## src/rtl/cmdblk_fetch.sv

```systemverilog
module cmdblk_fetch #(
  parameter int AW = 24
) (
  input  logic          clk,
  input  logic          rst_n,
  input  logic          start,
  input  logic [AW-1:0] base_addr,
  input  logic [3:0]    unit_present,
  input  logic [3:0]    unit_1k,
  output logic          mem_req,
  output logic [AW-1:0] mem_addr,
  input  logic          mem_gnt,
  input  logic [15:0]   mem_rdata,
  output logic          busy,
  output logic          done,
  output logic          err,
  output logic [1:0]    err_code,
  output logic [1:0]    d_op,
  output logic [1:0]    d_unit,
  output logic [3:0]    d_fmt,
  output logic [23:0]   d_maddr,
  output logic [23:0]   d_wcnt,
  output logic [33:0]   d_devoff
);
  localparam int NW = 6;
  localparam int IW = $clog2(NW);
  localparam logic [IW-1:0] LAST = IW'(NW - 1);

  typedef enum logic [1:0] {S_IDLE, S_FETCH, S_CHECK} st_t;
  st_t st;
  logic [IW-1:0] idx;
  logic [AW-1:0] base_q;
  logic [15:0]   wd [NW];

  always_ff @(posedge clk or negedge rst_n) begin
    if (!rst_n) begin
      st     <= S_IDLE;
      idx    <= '0;
      base_q <= '0;
      for (int i = 0; i < NW; i++) wd[i] <= '0;
    end else begin
      case (st)
        S_IDLE: if (start) begin
          base_q <= base_addr;
          idx    <= '0;
          st     <= S_FETCH;
        end
        S_FETCH: if (mem_gnt) begin
          wd[idx] <= mem_rdata;
          if (idx == LAST) st <= S_CHECK;
          else             idx <= idx + 1'b1;
        end
        default: st <= S_IDLE;
      endcase
    end
  end

  assign mem_req  = (st == S_FETCH);
  assign mem_addr = base_q + AW'(idx);
  assign busy     = (st != S_IDLE);

  logic [5:0]  opc;
  logic        big;
  logic [23:0] cnt, secno;
  logic        unused_bits;

  assign opc      = wd[0][5:0];
  assign d_unit   = wd[0][7:6];
  assign d_fmt    = wd[0][11:8];
  assign big      = unit_1k[d_unit];
  assign d_maddr  = {wd[2][7:0], wd[3]};
  assign cnt      = {wd[4][7:0], wd[5]};
  assign secno    = {wd[2][15:8], wd[1]};
  assign d_wcnt   = wd[4][15] ? cnt : (big ? {cnt[14:0], 9'b0} : {cnt[15:0], 8'b0});
  assign d_devoff = big ? {secno, 10'b0} : {1'b0, secno, 9'b0};
  assign unused_bits = ^{wd[0][15:12], wd[4][14:8]};

  always_comb begin
    d_op = 2'd0;
    if (opc == 6'o36) d_op = 2'd1;
    if (opc == 6'o42) d_op = 2'd2;
    if (!unit_present[d_unit])                           err_code = 2'd1;
    else if (opc == 6'o01)                               err_code = 2'd2;
    else if (opc != 6'o00 && opc != 6'o36 && opc != 6'o42) err_code = 2'd3;
    else                                                 err_code = 2'd0;
  end

  assign done = (st == S_CHECK) && (err_code == 2'd0);
  assign err  = (st == S_CHECK) && (err_code != 2'd0);
endmodule


```

## config.mk

```make
export PLATFORM = sky130hd
export DESIGN_NAME = cmdblk_fetch
export DESIGN_NICKNAME = d
export VERILOG_FILES = /design/src/rtl/cmdblk_fetch.sv
export SDC_FILE = /design/constraint.sdc
export NUM_CORES = 1
export LEC_CHECK = 0
export BUFFER_PORTS_ARGS = -buffer_cell sky130_fd_sc_hd__buf_2
export CAP_MARGIN = 20
export CORE_ASPECT_RATIO = 1.5
export CORE_UTILIZATION = 25
export DETAILED_ROUTE_END_ITERATION = 6
export GPL_TIMING_DRIVEN = 0
export SLEW_MARGIN = 20
export SYNTH_ARGS = -nofsm -noshare
export SYNTH_HDL_FRONTEND = slang
export SYNTH_SLANG_ARGS = --single-unit
```

## constraint.sdc

```tcl
create_clock -name clk -period 3.2 [get_ports clk]
set_input_delay 0.96 -clock clk [delete_from_list [all_inputs] [get_ports clk]]
set_output_delay 0.96 -clock clk [all_outputs]
set_load 0.01 [all_outputs]
```

Word level (Yosys, flattened, before mapping)
Cells that the tools add are included.
Widths: inputs -> output; s select.
{"block": "word_totals", "regBits": 125, "in_bits": 52, "out_inout_bits": 120, "elab_cells": 65}
{"block": "op_classes", "add_sub_neg": 2, "order_cmp": 3, "n_eq_ne": 12, "n_mux": 23, "bitwise": 1, "n_reduce_logical": 15}
{"op": "$bwmux 96", "count": 1}
{"op": "$demux 16 s3", "count": 1}
{"op": "$mux 24", "count": 2}
{"op": "$mux 34", "count": 1}
{"op": "$add 24x3->24", "count": 1}
{"op": "$mux 16", "count": 1}
{"op": "$mux 2", "count": 7}
{"op": "$mux 3", "count": 3}
{"op": "$eq 6x1->1 const B", "count": 1}
{"op": "$eq 6x5->1 const B", "count": 1}
{"op": "$eq 6x6->1 const B", "count": 1}
{"op": "$ne 6x5->1 const B", "count": 1}
{"op": "$ne 6x6->1 const B", "count": 1}
{"op": "$pmux 3 s2", "count": 1}
{"op": "$reduce_bool 2->1", "count": 3}
{"op": "$reduce_bool 6->1", "count": 1}
{"op": "$logic_and 1x1->1", "count": 5}
{"op": "$bmux 1 s2", "count": 2}
{"op": "$ge 4x4->1 const B", "count": 1}
{"op": "$logic_not 2->1", "count": 2}
{"op": "$lt 4x1->1 const B", "count": 1}
{"op": "$ne 2x1->1 const B", "count": 2}
{"op": "$ne 2x2->1 const B", "count": 2}
{"op": "$not 3->4", "count": 1}
{"op": "other kinds (10)", "count": 13}

Logic depth before layout (Yosys ltp)
Gate-level depths: netlist (run 1).
{"block": "depth", "word_depth": 8, "ltp_mapped": 6, "mapped_depth_nobuf": 6}

Worst setup path before layout (run 1)
No wires, ideal clock.
{"block": "synth_path", "path_kind": "input-to-output", "start": "in unit_1k[3]", "end": "out d_wcnt[17]", "arrival_ns": 2.098, "t_required_ns": 2.240, "path_slack_ns": 0.142, "stages": 5, "n_path_buf": 2, "cell_sequence": "mux4_2 > buf_6 > buf_6 > mux2i_1 > o21ai_0"}
{"block": "synth_between", "elab_chain_len": 4}
{"item": "start: declaration", "line_no": "9", "rtl": "input logic [3:0] unit_1k,"}
{"item": "$bmux 1 s2", "line_no": "70", "rtl": "assign big = unit_1k[d_unit];"}
{"item": "$mux 1 (implied by the code)", "line_no": "70"}
{"item": "$mux 24 (2 in series)", "line_no": "74", "rtl": "assign d_wcnt = wd[4][15] ? cnt : (big ? {cnt[14:0], 9'b0} : {cnt[15:0], 8'b0});"}
{"item": "end: declaration", "line_no": "22", "rtl": "output logic [23:0] d_wcnt,"}
Every way passes these cells. The select of a mux whose other input is x is not followed.

Final worst setup path (run 1)
{"block": "layout_path", "start": "in unit_1k[3]", "end": "out d_wcnt[21]"}
Same word-level chain as after synthesis.

==> results.yml, run 1 <==
placement:
  dp.cells: 970
  io_buffers: 162
  finalWeightedCongestion: 0.7705
  dpl.hpwl_um: 12180
  place_ws_ns: -0.2757
  placed_cell_area_um2: 7395
synth:
  yosys_warnings: 0
  synthDominantCellAreaShare_pct: 46.61
  synth_top_cell_by_area: "dfrtp_1"
  syn_inst: 480
  ys_seq_area_share_pct: 46.61
  netlist_area_um2: 6121
  avgSynthCellArea_um2: 12.75
  synthFlopType: "dfrtp_1"
  synth-edff-count: 0
  synthAdderAreaFrac_pct: 1.349
  ys_ff_latch: 114
  synthSimpleGateAreaFrac_pct: 9.342
  synth-xor-area-share_pct: 3.148
  synth_compound_area_share_pct: 2.167
  synth.distinct_cells: 46
  synth_top_family_by_area: "multiplexers"
  async_reset_ff_share_pct: 100.0
  synthMuxAreaShare_pct: 29.39
  synth_area_leaders: "dfrtp_1 47%, mux2_2 19%, mux2_4 5.4%"
floorplanning:
  die_area_um2: 25130
  die_height_um: 193.6
  core-area_um2: 23830
  initial_core_util_pct: 25.69
  num_rows: 69
  die_w_um: 129.8
  pin_count: 172
global_routing:
  grt_antenna_before_repair: 1
  grt_use_met1_pct: 15.31
  track_usage_pct: 13.82
  gr-total-overflow: 0
  use_met2_pct: 24.60
  grt-busiest-layer: "met2"
  grt_pass1_wl_um: 25560
  grtUsageMet3_pct: 3.394
  grt_pass1_vias: 4459
  grt_start_max_net_pins: 71
cells_and_area:
  final_common_cell: "buf_2"
  drive_gt1_share_pct: 60.32
  n_fill_cell: 2446
  fin_cells: 1012
  finalNetCount: 738
  layout_common_cells: "141 x buf_2, 111 x dfrtp_1, 105 x mux2_2"
  syn_to_final_growth_pct: 37.35
  final_cell_area_um2: 8407
  antenna_cells: 0
  utilization_pct: 35.28
power:
  pwr_density_cell_nw_per_um2: 1139
  power_mw: 9.574
  p_leak_nw: 3.991
  vdd_drop_max_uv: 547.5
worst_setup_path:
  r2r_start: "idx[2]"
  critPathLaunch: "unit_1k[3]"
  critPathCaptureType: "output port"
  reg2reg_slack_ns: 1.22
  critical_path_arrival_ns: 2.39
  reg2reg_depth: 4
  crit_path_start_kind: "primary input"
  crit_type: "primary input to output port"
  reg2reg_to: "d_maddr[8]"
  path_max_fanout: 10
  crit_required_ns: 2.24
route:
  antenna_left: 0
  drtIter0Drc: 86
  wire_per_inst_um: 16.31
  wl_um: 16510
  viasPerCell: 4.294
  drt_pass1_iterations: 4
  drc: 0
  vias: 4346
timing:
  finalCriticalPeriod_ns: 3.348
  finalSetupViolations: 38
  fin_ws_ns: -0.1483
  final.setup.tns_ns: -3.008
  fmax_mhz: 298.7
  rsz0062_at_grt: "true"
  fin_skew_ns: 0.006397
  fin_hold_ws_ns: 0.4765
  period_share_pct: 104.6
  hold_viol: 0
  finalMaxSlewViolations: 0
run:
  maxCapViolations: 0
clocking:
  clk_pin_slew_ns: 0.06
  hold_buffers: 0
  cts_tree: "yes"
  cts_buffer_depth: 2
  cts_root_buf: "clkbuf_16"
  cts_sinks: 114
  cts_max_level: 4
  numCtsBuffers: 17
  insertion_delay_ns: 0.42
outcome:
  status: "finished, violations left"
  violations: "negative setup slack"
min_path:
  hold_class: "primary input to asynchronous set/reset pin"
==> power by group <==
part           leakage [nW]  switching [mW]  internal (mW)
registers              1.39           0.627           2.16
clock network         0.321           0.708           1.43
logic                  2.28            1.99           2.66
total                  3.99            3.33           6.25
==> critical path: stages <==
cell and delay (ns):
buf_6 0.09, mux4_2 0.51, buf_8 0.18, buf_12 0.14, mux2i_1 0.12, o21ai_1 0.20
buf_2 0.18
==> cell usage after synthesis, types with 2 or more instances <==
library cell and number:
ha_1 5, buf_2 4, buf_4 41, nand4_1 6, o21ai_0 20, nand2_1 27, clkbuf_1 4, and2_1 9
and4_2 2, mux2i_1 17, dfrtp_1 114, xor2_1 7, mux2_4 22, nor4_1 2, buf_6 6, xnor2_1 15
nand2b_1 6, buf_12 3, mux2_1 6, nand4b_1 3, nand3_1 11, mux2_2 105, inv_1 4, a21oi_1 5
nor3b_1 2, and3_1 3, nor3_4 2, nor2_1 11
==> sequential cells by signal, summed over array words and instances, names as in the netlist <==
| signal | count |
|---|---|
| d_unit | 2 |
| idx | 3 |
| cnt | 24 |
| opc | 6 |
| d_maddr | 24 |
| d_fmt | 4 |
| secno | 24 |
| st | 2 |
| wd | 1 |
| base_q | 24 |
==> layout make-up <==
cell class	count	area, um2	share of cell area [%]
plain buffers	58	483.0	5.745
clock buffers	20	456.7	5.432
clock inverters	12	202.7	2.411
inverters	4	15.01	0.1786
multi-input cells	312	2920	34.74
flip-flops and latches	114	2856	33.98
well taps	319	399.1	4.748
repair buffers	173	1074	12.77
==> worst max path at each step <==
stage            endpoint  slack [ns]  cells after the start
2_1_floorplan  d_wcnt[17]        0.14                      5
3_3_place_gp     d_fmt[0]       -0.41                      1
3_5_place_dp   d_wcnt[20]       -0.28                      7
4_1_cts        d_wcnt[20]       -0.17                      7
5_1_grt        d_wcnt[16]       -0.18                      7
6_report       d_wcnt[21]       -0.15                      7
==> routing by layer <==
layer | up-vias | wire, um | share of wire, %
met5 | - | 11 | 0.067
met4 | 2 | 311 | 1.9
met3 | 22 | 813 | 4.9
met2 | 124 | 8887 | 54
met1 | 2152 | 6486 | 39
li1 | 2046 | - | -
==> kinds of logic after synthesis <==
group | count (synthesis)
mux | 152
flops | 114
simple gates | 97
buf+inv | 62
compound gates | 26
xor+xnor | 22
fa+ha+maj | 6
other cells | 1
==> what timing repair did <==
item | in CTS | in global routing
setup endpoints to repair | 57 | 53
resized for setup | 59 | 12
setup buffers | 6 | 4
pin swaps | 8 | 13
Note: power is estimated with default switching activity, not from simulation.
==> run 2, diff against run 1 <==
==> constraint.sdc (replaced) <==
create_clock -name clk -period 3.2 [get_ports clk]
set_input_delay 0.48 -clock clk [delete_from_list [all_inputs] [get_ports clk]]
set_output_delay 0.48 -clock clk [all_outputs]
set_load 0.01 [all_outputs]
==> run 2 against run 1 <==
Effect of this change: the run ends with negative hold slack left; sequential cell count unchanged; critical path depth fell by 1; via count fell by 1.3%; register-to-register slack about the same; combinational power decreased by 12%; first-iteration DRC count grew 31%; clock power barely moved; sequential share of layout area rose by 1.4 points; cell area decreased by 4.0%.
==> results.yml, run 2 (synthesis results as in run 1) <==
worst_setup_path:
  crit_required_ns: 2.72
  path_max_fanout: 9
  critical_path_arrival_ns: 2.50
  critPathCaptureType: "output port"
  reg2reg_slack_ns: 1.21
  crit_path_start_kind: "register"
  reg2reg_depth: 4
  crit_type: "register to output port"
cells_and_area:
  syn_to_final_growth_pct: 31.87
  utilization_pct: 33.87
  drive_gt1_share_pct: 56.95
  final_cell_area_um2: 8071
  finalNetCount: 728
  final_common_cell: "buf_2"
  layout_common_cells: "165 x buf_2, 114 x dfrtp_1, 105 x mux2_2"
  fin_cells: 1002
  antenna_cells: 0
placement:
  placed_cell_area_um2: 7395
  dp.cells: 970
  io_buffers: 162
  finalWeightedCongestion: 0.7705
  dpl.hpwl_um: 12180
  place_ws_ns: 0.2982
floorplanning:
  initial_core_util_pct: 25.69
  pin_count: 172
  die_height_um: 193.6
  num_rows: 69
  core-area_um2: 23830
  die_w_um: 129.8
  die_area_um2: 25130
timing:
  fin_hold_ws_ns: -0.005262
  maxSlewHeadroom_pct: 64.04
  rsz0062_at_grt: "false"
  hold_viol: 3
  tightest_slew_ns: 0.5393
  fmax_mhz: 335.2
  fin_ws_ns: 0.2171
  finalSetupViolations: 0
  final.setup.tns_ns: 0
  period_share_pct: 93.22
  finalCriticalPeriod_ns: 2.983
  fin_skew_ns: 0.007999
  finalMaxSlewViolations: 0
clocking:
  cts_root_buf: "clkbuf_16"
  cts_tree: "yes"
  hold_buffers: 0
  cts_sinks: 114
  insertion_delay_ns: 0.42
  cts_buffer_depth: 2
  clk_pin_slew_ns: 0.06
  numCtsBuffers: 17
  cts_max_level: 4
route:
  vias: 4289
  drc: 0
  drt_pass1_iterations: 4
  antenna_left: 0
  wl_um: 16150
  drtIter0Drc: 113
  wire_per_inst_um: 16.12
  viasPerCell: 4.280
global_routing:
  grt_pass1_wl_um: 25190
  grt_start_max_net_pins: 71
  grt_pass1_vias: 4379
  track_usage_pct: 13.62
  gr-total-overflow: 0
  grt_antenna_before_repair: 1
run:
  maxCapViolations: 0
outcome:
  violations: "negative hold slack"
  status: "finished, violations left"
power:
  p_leak_nw: 3.870
  vdd_drop_max_uv: 538.6
  pwr_density_cell_nw_per_um2: 1117
min_path:
  hold_class: "primary input to asynchronous set/reset pin"
run 2: changes by cell type in the layout (fill, tap and decap cells not counted), moves of 9 or more:
cell / change
buf_4: -9
buf_6: -23
o21ai_0: +16
buf_2: +24
o21ai_1: -15
run 2: per-layer routing:
layer	routed length, um	share of wire, %	track usage, %
met3	708	4.4	3.284
met5	11	0.068	0
met4	296	1.8	5.771
met2	8587	53	23.95
met1	6549	41	15.41
run 2: path summary, 6_finish.rpt:
check                         startpoint          end
hold / removal                     rst_n       idx[0]
setup reg to reg                  idx[0]   d_maddr[8]
setup / recovery                  idx[2]  mem_addr[9]
hold reg to reg               d_maddr[5]   d_maddr[5]
min in group clk           base_addr[18]   base_q[18]
max in group asynchronous          rst_n     secno[7]
run 2: per-stage QoR:
step	hold WS [ns]	total power, mW
6_report	-0.005262	9.016
3_5_place_dp	0.4597	6.952
4_1_cts	0.002824	9.155
2_1_floorplan	0.1844	5.494
5_1_grt	0.02204	9.637
3_3_place_gp	0.4695	6.870
run 2: repair_timing:
| item | CTS | global route |
|---|---|---|
| cloned | 0 | 0 |
| pin swaps | 0 | 0 |
| resized for setup | 1 | 2 |
| setup buffers | 0 | 0 |
| setup endpoints to repair | 8 | 3 |
run 2: power breakdown:
group | internal (mW) | total [mW] | leakage, nW | switching [mW]
logic | 2.27 | 4.11 | 2.15 | 1.84
clock network | 1.43 | 2.13 | 0.321 | 0.705
registers | 2.16 | 2.77 | 1.40 | 0.619
run 2: cell type report:
| class | instances | area [um2] |
|---|---|---|
| Sequential cell | 114 | 2853 |
| Buffer | 58 | 470.5 |
| Timing Repair Buffer | 163 | 844.6 |
| Tap cell | 319 | 399.1 |
| Clock buffer | 20 | 456.7 |
| Clock inverter | 12 | 202.7 |
| Fill cell | 2468 | 15760 |
| Multi-Input combinational cell | 312 | 2830 |
| Inverter | 4 | 15.01 |
run 2: worst max-delay path, cell delays in order, from the launching register on:
cell and delay, ns:
dfrtp_1 0.48, ha_1 0.44, a21oi_1 0.12, a21oi_1 0.47, and3_2 0.28, xor2_1 0.15
buf_2 0.15
